**src/rtl/ovl_blend.sv**
```systemverilog
module ovl_blend #(
  parameter int XW = 12,
  parameter int CW = 8
) (
  input  logic              clk,
  input  logic              rst_n,
  input  logic              in_valid,
  input  logic [XW-1:0]     in_x,
  input  logic [XW-1:0]     in_y,
  input  logic [3*CW-1:0]   lyr_pix,
  input  logic [CW-1:0]     lyr_alpha,
  input  logic [3*CW-1:0]   bg_pix,
  input  logic [2*XW-1:0]   cfg_start,
  input  logic [2*XW-1:0]   cfg_end,
  input  logic              cfg_en,
  input  logic [CW-1:0]     cfg_galpha,
  input  logic [3:0]        cfg_fmt,
  output logic              out_valid,
  output logic [XW-1:0]     out_x,
  output logic [XW-1:0]     out_y,
  output logic [3*CW-1:0]   out_pix,
  output logic [1:0]        out_mode
);
  localparam int NC = 3;
  localparam int PW = NC * CW;
  localparam int SW = 2 * CW;
  localparam logic [CW-1:0] FULL = {CW{1'b1}};
  localparam logic [1:0] M_GLB = 2'd0;
  localparam logic [1:0] M_PIX = 2'd1;
  localparam logic [1:0] M_MIX = 2'd2;

  function automatic logic [CW-1:0] div_full(input logic [SW-1:0] v);
    logic [SW:0] t;
    logic [SW:0] r;
    t = {1'b0, v} + (SW+1)'(1 << (CW - 1));
    r = (t + (t >> CW)) >> CW;
    return r[CW-1:0];
  endfunction

  wire [XW-1:0] wx0 = cfg_start[2*XW-1:XW];
  wire [XW-1:0] wy0 = cfg_start[XW-1:0];
  wire [XW-1:0] wx1 = cfg_end[2*XW-1:XW];
  wire [XW-1:0] wy1 = cfg_end[XW-1:0];

  wire has_a = (cfg_fmt >= 4'd6) && (cfg_fmt <= 4'd9);
  wire [1:0] mode_c = !has_a ? M_GLB : (cfg_galpha == FULL) ? M_PIX : M_MIX;
  wire [SW-1:0] prod = lyr_alpha * cfg_galpha;
  wire [CW-1:0] mix_a = div_full(prod);
  wire [CW-1:0] a_c = (mode_c == M_GLB) ? cfg_galpha :
                      (mode_c == M_PIX) ? lyr_alpha : mix_a;
  wire hit = cfg_en && (in_x >= wx0) && (in_x <= wx1) &&
             (in_y >= wy0) && (in_y <= wy1);

  logic          v1, v2;
  logic [XW-1:0] x1, y1, x2, y2;
  logic [1:0]    m1, m2;
  logic [CW-1:0] a1;
  logic [PW-1:0] l1, b1;
  logic [NC*SW-1:0] s2;

  always_ff @(posedge clk) begin
    if (!rst_n) begin
      v1 <= 1'b0; x1 <= '0; y1 <= '0; m1 <= M_GLB; a1 <= '0; l1 <= '0; b1 <= '0;
      v2 <= 1'b0; x2 <= '0; y2 <= '0; m2 <= M_GLB;
      out_valid <= 1'b0; out_x <= '0; out_y <= '0; out_mode <= M_GLB;
    end else begin
      v1 <= in_valid; x1 <= in_x; y1 <= in_y; m1 <= mode_c;
      a1 <= hit ? a_c : '0;
      l1 <= lyr_pix; b1 <= bg_pix;
      v2 <= v1; x2 <= x1; y2 <= y1; m2 <= m1;
      out_valid <= v2; out_x <= x2; out_y <= y2; out_mode <= m2;
    end
  end

  for (genvar i = 0; i < NC; i++) begin : g_comp
    wire [CW-1:0] lc = l1[i*CW +: CW];
    wire [CW-1:0] bc = b1[i*CW +: CW];
    wire [SW-1:0] sum = lc * a1 + bc * (FULL - a1);
    always_ff @(posedge clk) begin
      if (!rst_n) begin
        s2[i*SW +: SW] <= '0;
        out_pix[i*CW +: CW] <= '0;
      end else begin
        s2[i*SW +: SW] <= sum;
        out_pix[i*CW +: CW] <= div_full(s2[i*SW +: SW]);
      end
    end
  end
endmodule


```
**config.mk**
```make
export PLATFORM = sky130hd
export DESIGN_NAME = ovl_blend
export DESIGN_NICKNAME = d
export VERILOG_FILES = /design/src/rtl/ovl_blend.sv
export SDC_FILE = /design/constraint.sdc
export NUM_CORES = 1
export LEC_CHECK = 0
export ABC_AREA = 1
export BUFFER_PORTS_ARGS = -buffer_cell sky130_fd_sc_hd__buf_2
export CAP_MARGIN = 20
export CORE_UTILIZATION = 57
export DETAILED_ROUTE_END_ITERATION = 12
export GPL_TIMING_DRIVEN = 0
export PLACE_DENSITY = 0.79
export SKIP_LAST_GASP = 1
export SLEW_MARGIN = 20
export SYNTH_ARGS = -nofsm -noshare
export SYNTH_HDL_FRONTEND = slang
export SYNTH_SLANG_ARGS = --single-unit
```
**constraint.sdc**
```tcl
create_clock -name clk -period 5 [get_ports clk]
set_input_delay 0 -clock clk [delete_from_list [all_inputs] [get_ports clk]]
set_output_delay 0 -clock clk [all_outputs]
set_load 0.005 [all_outputs]
```
==> reports/metrics.yaml, run 1 <==
detailed_routing:
  wl_per_cell_um: 16.3
  vias: 21200
  drt_iter0_markers: 1555
  dr.pass1.iters: 7
  finalWirelength_um: 66800
  vias_per_cell: 5.17
  postRouteAntennaNets: 0
  drc: 0
worst_hold_path:
  min_from: "lyr_alpha[4]"
  min_path_type: "primary input to register"
timing:
  holdWs_ns: -0.0167
  rsz0062_at_grt: "yes"
  post-route-min-period_ns: 5.42
  worstMarginPinSlew_ns: 1.21
  fin_skew_ns: 0.0140
  maxSlewViolCount: 0
  period_share: 1.08
  hold_violations: 2
  setup_ws_ns: -0.420
  relSlewSlack: 0.190
  fin_tns_setup_ns: -5.02
  clock.fmax_mhz: 185
  finalSetupViolCount: 21
yosys:
  synth-compound-area-share: 0.0552
  synth_seq_cells: 209
  synth_cell_types: 48
  synthMuxAreaShare: 0
  synth_top_family_by_area: "adder cells"
  synth_adder_area_share: 0.429
  yosysSeqAreaShare: 0.172
  yosysWarnings: 0
  netlist_instances: 3180
  synth_edf_count: 0
  syn_area_per_cell_um2: 7.66
  synth_xor_area_frac: 0.0143
  synth-main-ff-cell: "dfxtp_1"
  yosys.area_share.simple: 0.171
  ys_async_sr_fraction: 0
  netlist_area_um2: 24300
place:
  place_area_um2: 26200
  gp_congestion: 0.945
  dpl.cell_count: 3897
  port_buffers: 176
  place_hpwl_um: 48400
power:
  leakage_nw: 17.5
  ir_drop_uv: 282
  fin_total_pwr_mw: 10.7
  power.density_nw_per_um2: 361
final_layout:
  final_common_cell: "inv_1"
  fin_cells: 4100
  n_antenna_cell: 0
  final_area_um2: 29600
  drive_gt1_frac: 0.161
  syn2layout_area_growth_pct: 21.4
  mostFrequentLayoutCells: "inv_1 (881), nand2_1 (652), fa_1 (314)"
  nets: 4325
floorplan:
  start_util: 0.579
  dieWidth_um: 209
  io_pins: 195
  coreArea_um2: 42000
  die_area_um2: 43500
  row_count: 75
  die_h_um: 209
critical_path:
  cp-start-kind: "register"
  critPathRequiredTime_ns: 5.46
  timing_worst_setup_path_type: "register to register"
  cp.arrival_ns: 5.88
  startpoint: "a1[5]"
  timing.rr.start: "a1[5]"
  cp-end-kind: "register"
  critPathMaxFanout: 6
global_routing:
  overflow: 0
  grt_max_degree: 15
  grt_pass1_vias: 21500
  antenna_found_initial: 0
  grtUsageTotal: 0.306
  grt_pass1_wl_um: 105000
cts:
  clk_latency_ns: 0.58
  htree_levels: 1
  cts.sinks: 209
  clockBufferDepth: 3
  clock-root-buffer: "clkbuf_16"
  numCtsBuffers: 26
  cts_tree: "yes"
  clkTransAtPathRegs_ns: 0.06
outcome:
  status: "finished with violations"
  violations: "hold timing, setup timing"
flow_run:
  drv_cap: 0
[cell type report]
cell class | count | area [um2]
Inverter | 923 | 3520
Clock buffer | 34 | 721
Sequential cell | 209 | 4210
Timing Repair Buffer | 341 | 2440
Tap cell | 539 | 674
Multi-Input combinational cell | 1950 | 17000
Buffer | 90 | 845
Fill cell | 3130 | 12500
Clock inverter | 14 | 173
[registers in the layout, indices dropped and copies added (netlist names)]
register / flops
out_x: 12
y2: 12
out_pix: 24
l1: 24
out_mode: 2
out_valid: 1
v1: 1
x2: 12
a1: 8
x1: 12
m1: 2
y1: 12
m2: 2
v2: 1
s2: 48
out_y: 12
b1: 24
[what timing repair did]
item,4_1_cts,5_1_grt
gates cloned,1,1
resized for setup,123,161
endpoints found under the setup margin,31,34
buffers inserted,49,30
endpoints found under the hold margin,81,3
hold buffers,84,3
pin swaps,57,94
[layer usage]
layer,vias to the layer above,global-route usage,part of all wire
li1,10100,-,-
met1,9890,0.360,0.37
met2,976,0.527,0.48
met3,268,0.0714,0.094
met4,0,0.143,0.058
met5,-,0,0
[cell usage after synthesis, drive strengths merged, types with 8 or more instances]
master	n	area, um2
xor2	25	234
dfxtp	209	4180
inv	919	3450
buf	11	48.8
nand4	19	131
nor2	211	805
a21oi	130	658
fa	324	6490
clkbuf	89	352
nor3	13	95.1
a22oi	8	60.1
nand2	689	2620
xnor2	13	114
nand3	72	385
ha	316	3950
o21ai	80	400
[report_power, final]
group / total (mW) / switching (mW) / internal (mW)
clock network: 1.92 / 0.787 / 1.14
logic: 6.72 / 4.00 / 2.71
registers: 2.02 / 0.130 / 1.89
total: 10.7 / 4.92 / 5.74
[path summary, 6_finish.rpt]
kind / to / slack (ns) / cells after the start
setup / recovery: s2[31] / -0.42 / 23
hold / removal: a1[4] / -0.02 / 3
setup reg to reg: s2[31] / -0.42 / 23
hold reg to reg: out_x[5] / 0.41 / 2
[stage by stage]
stage | hold slack [ns] | worst slack (ns) | util
4_1_cts | 0.0118 | -0.330 | 0.688
3_3_place_gp | 0.182 | -0.769 | 0.624
2_1_floorplan | 0.0935 | -0.0426 | -
5_1_grt | 0.000885 | -0.667 | 0.703
6_report | -0.0167 | -0.420 | 0.703
3_5_place_dp | 0.184 | -0.799 | 0.624
[worst max-delay path: stages (launching register included)]
cell       delay, ns
dfxtp_4         0.36
clkbuf_16       0.15
clkbuf_16       0.16
nand2_2         0.05
fa_1            0.50
inv_2           0.04
fa_1            0.52
inv_2           0.05
fa_1            0.50
inv_2           0.04
fa_1            0.53
inv_1           0.05
fa_1            0.49
inv_2           0.05
fa_1            0.50
ha_4            0.31
nand2_2         0.09
nor4_1          0.25
nand2_1         0.12
o311ai_2        0.12
a31o_2          0.25
nand2_1         0.05
nand2_1         0.07
nor2_1          0.07
[kinds of logic after synthesis]
logic type	count (synthesis)
AND/OR/NAND/NOR	1022
AO/OA/AOI/OAI	247
other	1
adder cells (fa/ha/maj)	640
XOR/XNOR	38
flip-flops	209
buffers and inverters	1023
No activity file was read; power rests on OpenSTA's default activity.
==> run 2, diff against run 1 <==
--- a/config.mk
+++ b/config.mk
@@ -10,7 +10,7 @@
 export CAP_MARGIN = 20
 export CORE_UTILIZATION = 57
 export DETAILED_ROUTE_END_ITERATION = 12
-export GPL_TIMING_DRIVEN = 0
+export HOLD_SLACK_MARGIN = 0.05
 export PLACE_DENSITY = 0.79
 export SKIP_LAST_GASP = 1
 export SLEW_MARGIN = 20
==> run 2 against run 1 <==
The flow finishes with violations (setup timing). Core utilization grew 3.8 points. Clock skew up 0.0036 ns. Global-route usage decreased by 1.7 points. Sequential cell count unchanged. First-iteration DRC count decreased by 13%. Clock power rose by 5%. Wire length is 3.3% lower. Power rose by 13%. Critical endpoint unchanged. Largest power group unchanged.
==> reports/metrics.yaml, run 2 (synthesis results as in run 1) <==
cts:
  clkTransAtPathRegs_ns: 0.06
  numCtsBuffers: 27
  clk_latency_ns: 0.58
  cts.sinks: 209
  htree_levels: 1
  cts_tree: "yes"
  clock-root-buffer: "clkbuf_16"
  clockBufferDepth: 3
floorplan:
  coreArea_um2: 42000
  row_count: 75
  die_h_um: 209
  die_area_um2: 43500
  start_util: 0.579
  io_pins: 195
  dieWidth_um: 209
final_layout:
  nets: 4480
  drive_gt1_frac: 0.213
  top_register: "s2"
  largest_register_ffs: 48
  final_common_cell: "inv_1"
  fill_cells: 2917
  syn2layout_area_growth_pct: 28.1
  mostFrequentLayoutCells: "inv_1 (868), nand2_1 (637), fa_1 (307)"
global_routing:
  grt_max_degree: 73
  antenna_found_initial: 1
  grtUsageTotal: 0.288
  overflow: 0
  grt_pass1_wl_um: 102000
  grt_pass1_vias: 22100
worst_hold_path:
  min_from: "lyr_alpha[1]"
  hold_path_end: "a1[1]"
  hold_depth: 5
  min_path_type: "primary input to register"
critical_path:
  cp_common_cell: "fa_1"
  cp_slowest_cell: "fa_1"
  cp.arrival_ns: 5.92
  crit_buf_inv: 6
  r2r_cells: 22
  r2r-end: "s2[31]"
  critPathRequiredTime_ns: 5.50
  timing.rr.start: "a1[6]"
  max_stage_delay_ns: 0.57
  crit_family: "adder cells"
  timing_worst_setup_path_type: "register to register"
  cp-start-kind: "register"
  path_cells: "buf_6, buf_4, nor2_1, fa_1, inv_1, fa_1, inv_1, fa_1, fa_1, inv_1, fa_1, inv_1, fa_1, ha_4, a21oi_1, nor2_1, nor2_2, o311ai_4, a31o_2, nand2_1, nand2_1, nor2_1"
  cp-end-kind: "register"
  reg2reg_slack_ns: -0.42
  critPathMaxFanout: 6
power:
  fin_total_pwr_mw: 12.1
  power.density_nw_per_um2: 387
  leakage_nw: 18.3
  ir_drop_uv: 334
  combPwrFrac: 0.665
  internal_power_mw: 6.64
  p_sw_frac: 0.450
  seqPwrFrac: 0.168
  p_switching_mw: 5.44
  p_clk_frac: 0.166
detailed_routing:
  drt_iter0_markers: 1347
  dr.pass1.iters: 6
  wl_per_cell_um: 15.2
  postRouteAntennaNets: 0
  vias: 21700
  vias_per_cell: 5.10
  finalWirelength_um: 64600
  drc: 0
timing:
  period_share: 1.08
  holdWs_ns: 0.0482
  relSlewSlack: 0.480
  hold_violations: 0
  worstMarginPinSlew_ns: 0.779
  fin_skew_ns: 0.0176
  setup_ws_ns: -0.423
  clock.fmax_mhz: 184
  finalSetupViolCount: 22
  maxSlewViolCount: 0
  rsz0062_at_grt: "yes"
  post-route-min-period_ns: 5.42
flow_run:
  drv_cap: 0
place:
  gp_congestion: 0.903
  dp_slack_ns: -0.314
  port_buffers: 193
  place_hpwl_um: 45900
outcome:
  status: "finished with violations"
  violations: "setup timing"
run 2: cell count changes in the layout (fill, tap and decap cells not counted), moves of 10 or more:
| cell | change |
|---|---|
| buf_4 | +172 |
| buf_6 | +26 |
| clkbuf_1 | -24 |
| clkbuf_16 | -10 |
| clkbuf_2 | -26 |
| dlygate4sd3_1 | +18 |
| ha_1 | -12 |
| ha_4 | +14 |
| inv_1 | -13 |
| inv_2 | +16 |
| nand2_1 | -15 |
run 2: final cells by class:
cell class              count  area, um2  area share
diodes                      1       2.50   0.0000802
multi-input cells        1950      17300       0.556
repair buffers            585       4530       0.145
clock inverters            16        184     0.00590
well taps                 539        674      0.0216
inverters                 923       3490       0.112
clock buffers              34        752      0.0241
flip-flops and latches    209       4220       0.135
run 2: what timing repair did:
item / 4_1_cts / 5_1_grt
setup buffers: 27 / 22
setup endpoints to repair: 22 / 35
gates resized for setup: 124 / 167
endpoints found under the hold margin: 134 / 0
pin swaps: 97 / 109
hold buffers: 110 / 0
gates cloned: 2 / 1
run 2: power groups by stage:
stage          Combinational [mW]  Clock, mW  Sequential, mW
3_5_place_dp                 6.37          0            2.07
5_1_grt                      8.91       2.12            2.05
6_report                     8.04       2.01            2.03
2_1_floorplan                4.31          0            2.02
3_3_place_gp                 6.20          0            2.06
4_1_cts                      7.07       2.05            2.03
run 2: through the flow:
step	cells	setup TNS [ns]	cell area [um2]	utilization
6_report	4257	-4.17	31200	0.742
5_1_grt	4257	-8.60	31200	0.742
4_1_cts	4240	-2.00	30400	0.724
3_5_place_dp	4054	-4.41	27700	0.659
3_3_place_gp	4054	-2.41	27700	0.659
2_1_floorplan	3182	-0.0975	24700	-
run 2: how the worst max path moves through the flow:
stage | startpoint | to | slack, ns | cells after the start
floorplan | a1[2] | s2[15] | -0.04 | 21
global placement | a1[4] | s2[31] | -0.22 | 22
detailed placement | a1[4] | s2[46] | -0.31 | 23
CTS | a1[3] | s2[14] | -0.21 | 25
global route | a1[6] | s2[30] | -0.60 | 24
finish | a1[6] | s2[31] | -0.42 | 22
run 2: routing by layer:
metal | vias to the layer above | part of all wire | GRT usage
met4 | 0 | 0.043 | 0.0923
met2 | 823 | 0.50 | 0.522
met1 | 10300 | 0.38 | 0.346
met5 | - | 0 | 0
li1 | 10400 | - | -
met3 | 214 | 0.074 | 0.0506
run 2: worst register-to-register path, delay by kind of cell, from the launching register on:
family / cells / cell delay, ns
adder cells (fa/ha/maj): 7 / 3.33
AO/OA/AOI/OAI: 3 / 0.61
buffers and inverters: 6 / 0.48
flip-flops: 1 / 0.37
AND/OR/NAND/NOR: 6 / 0.57
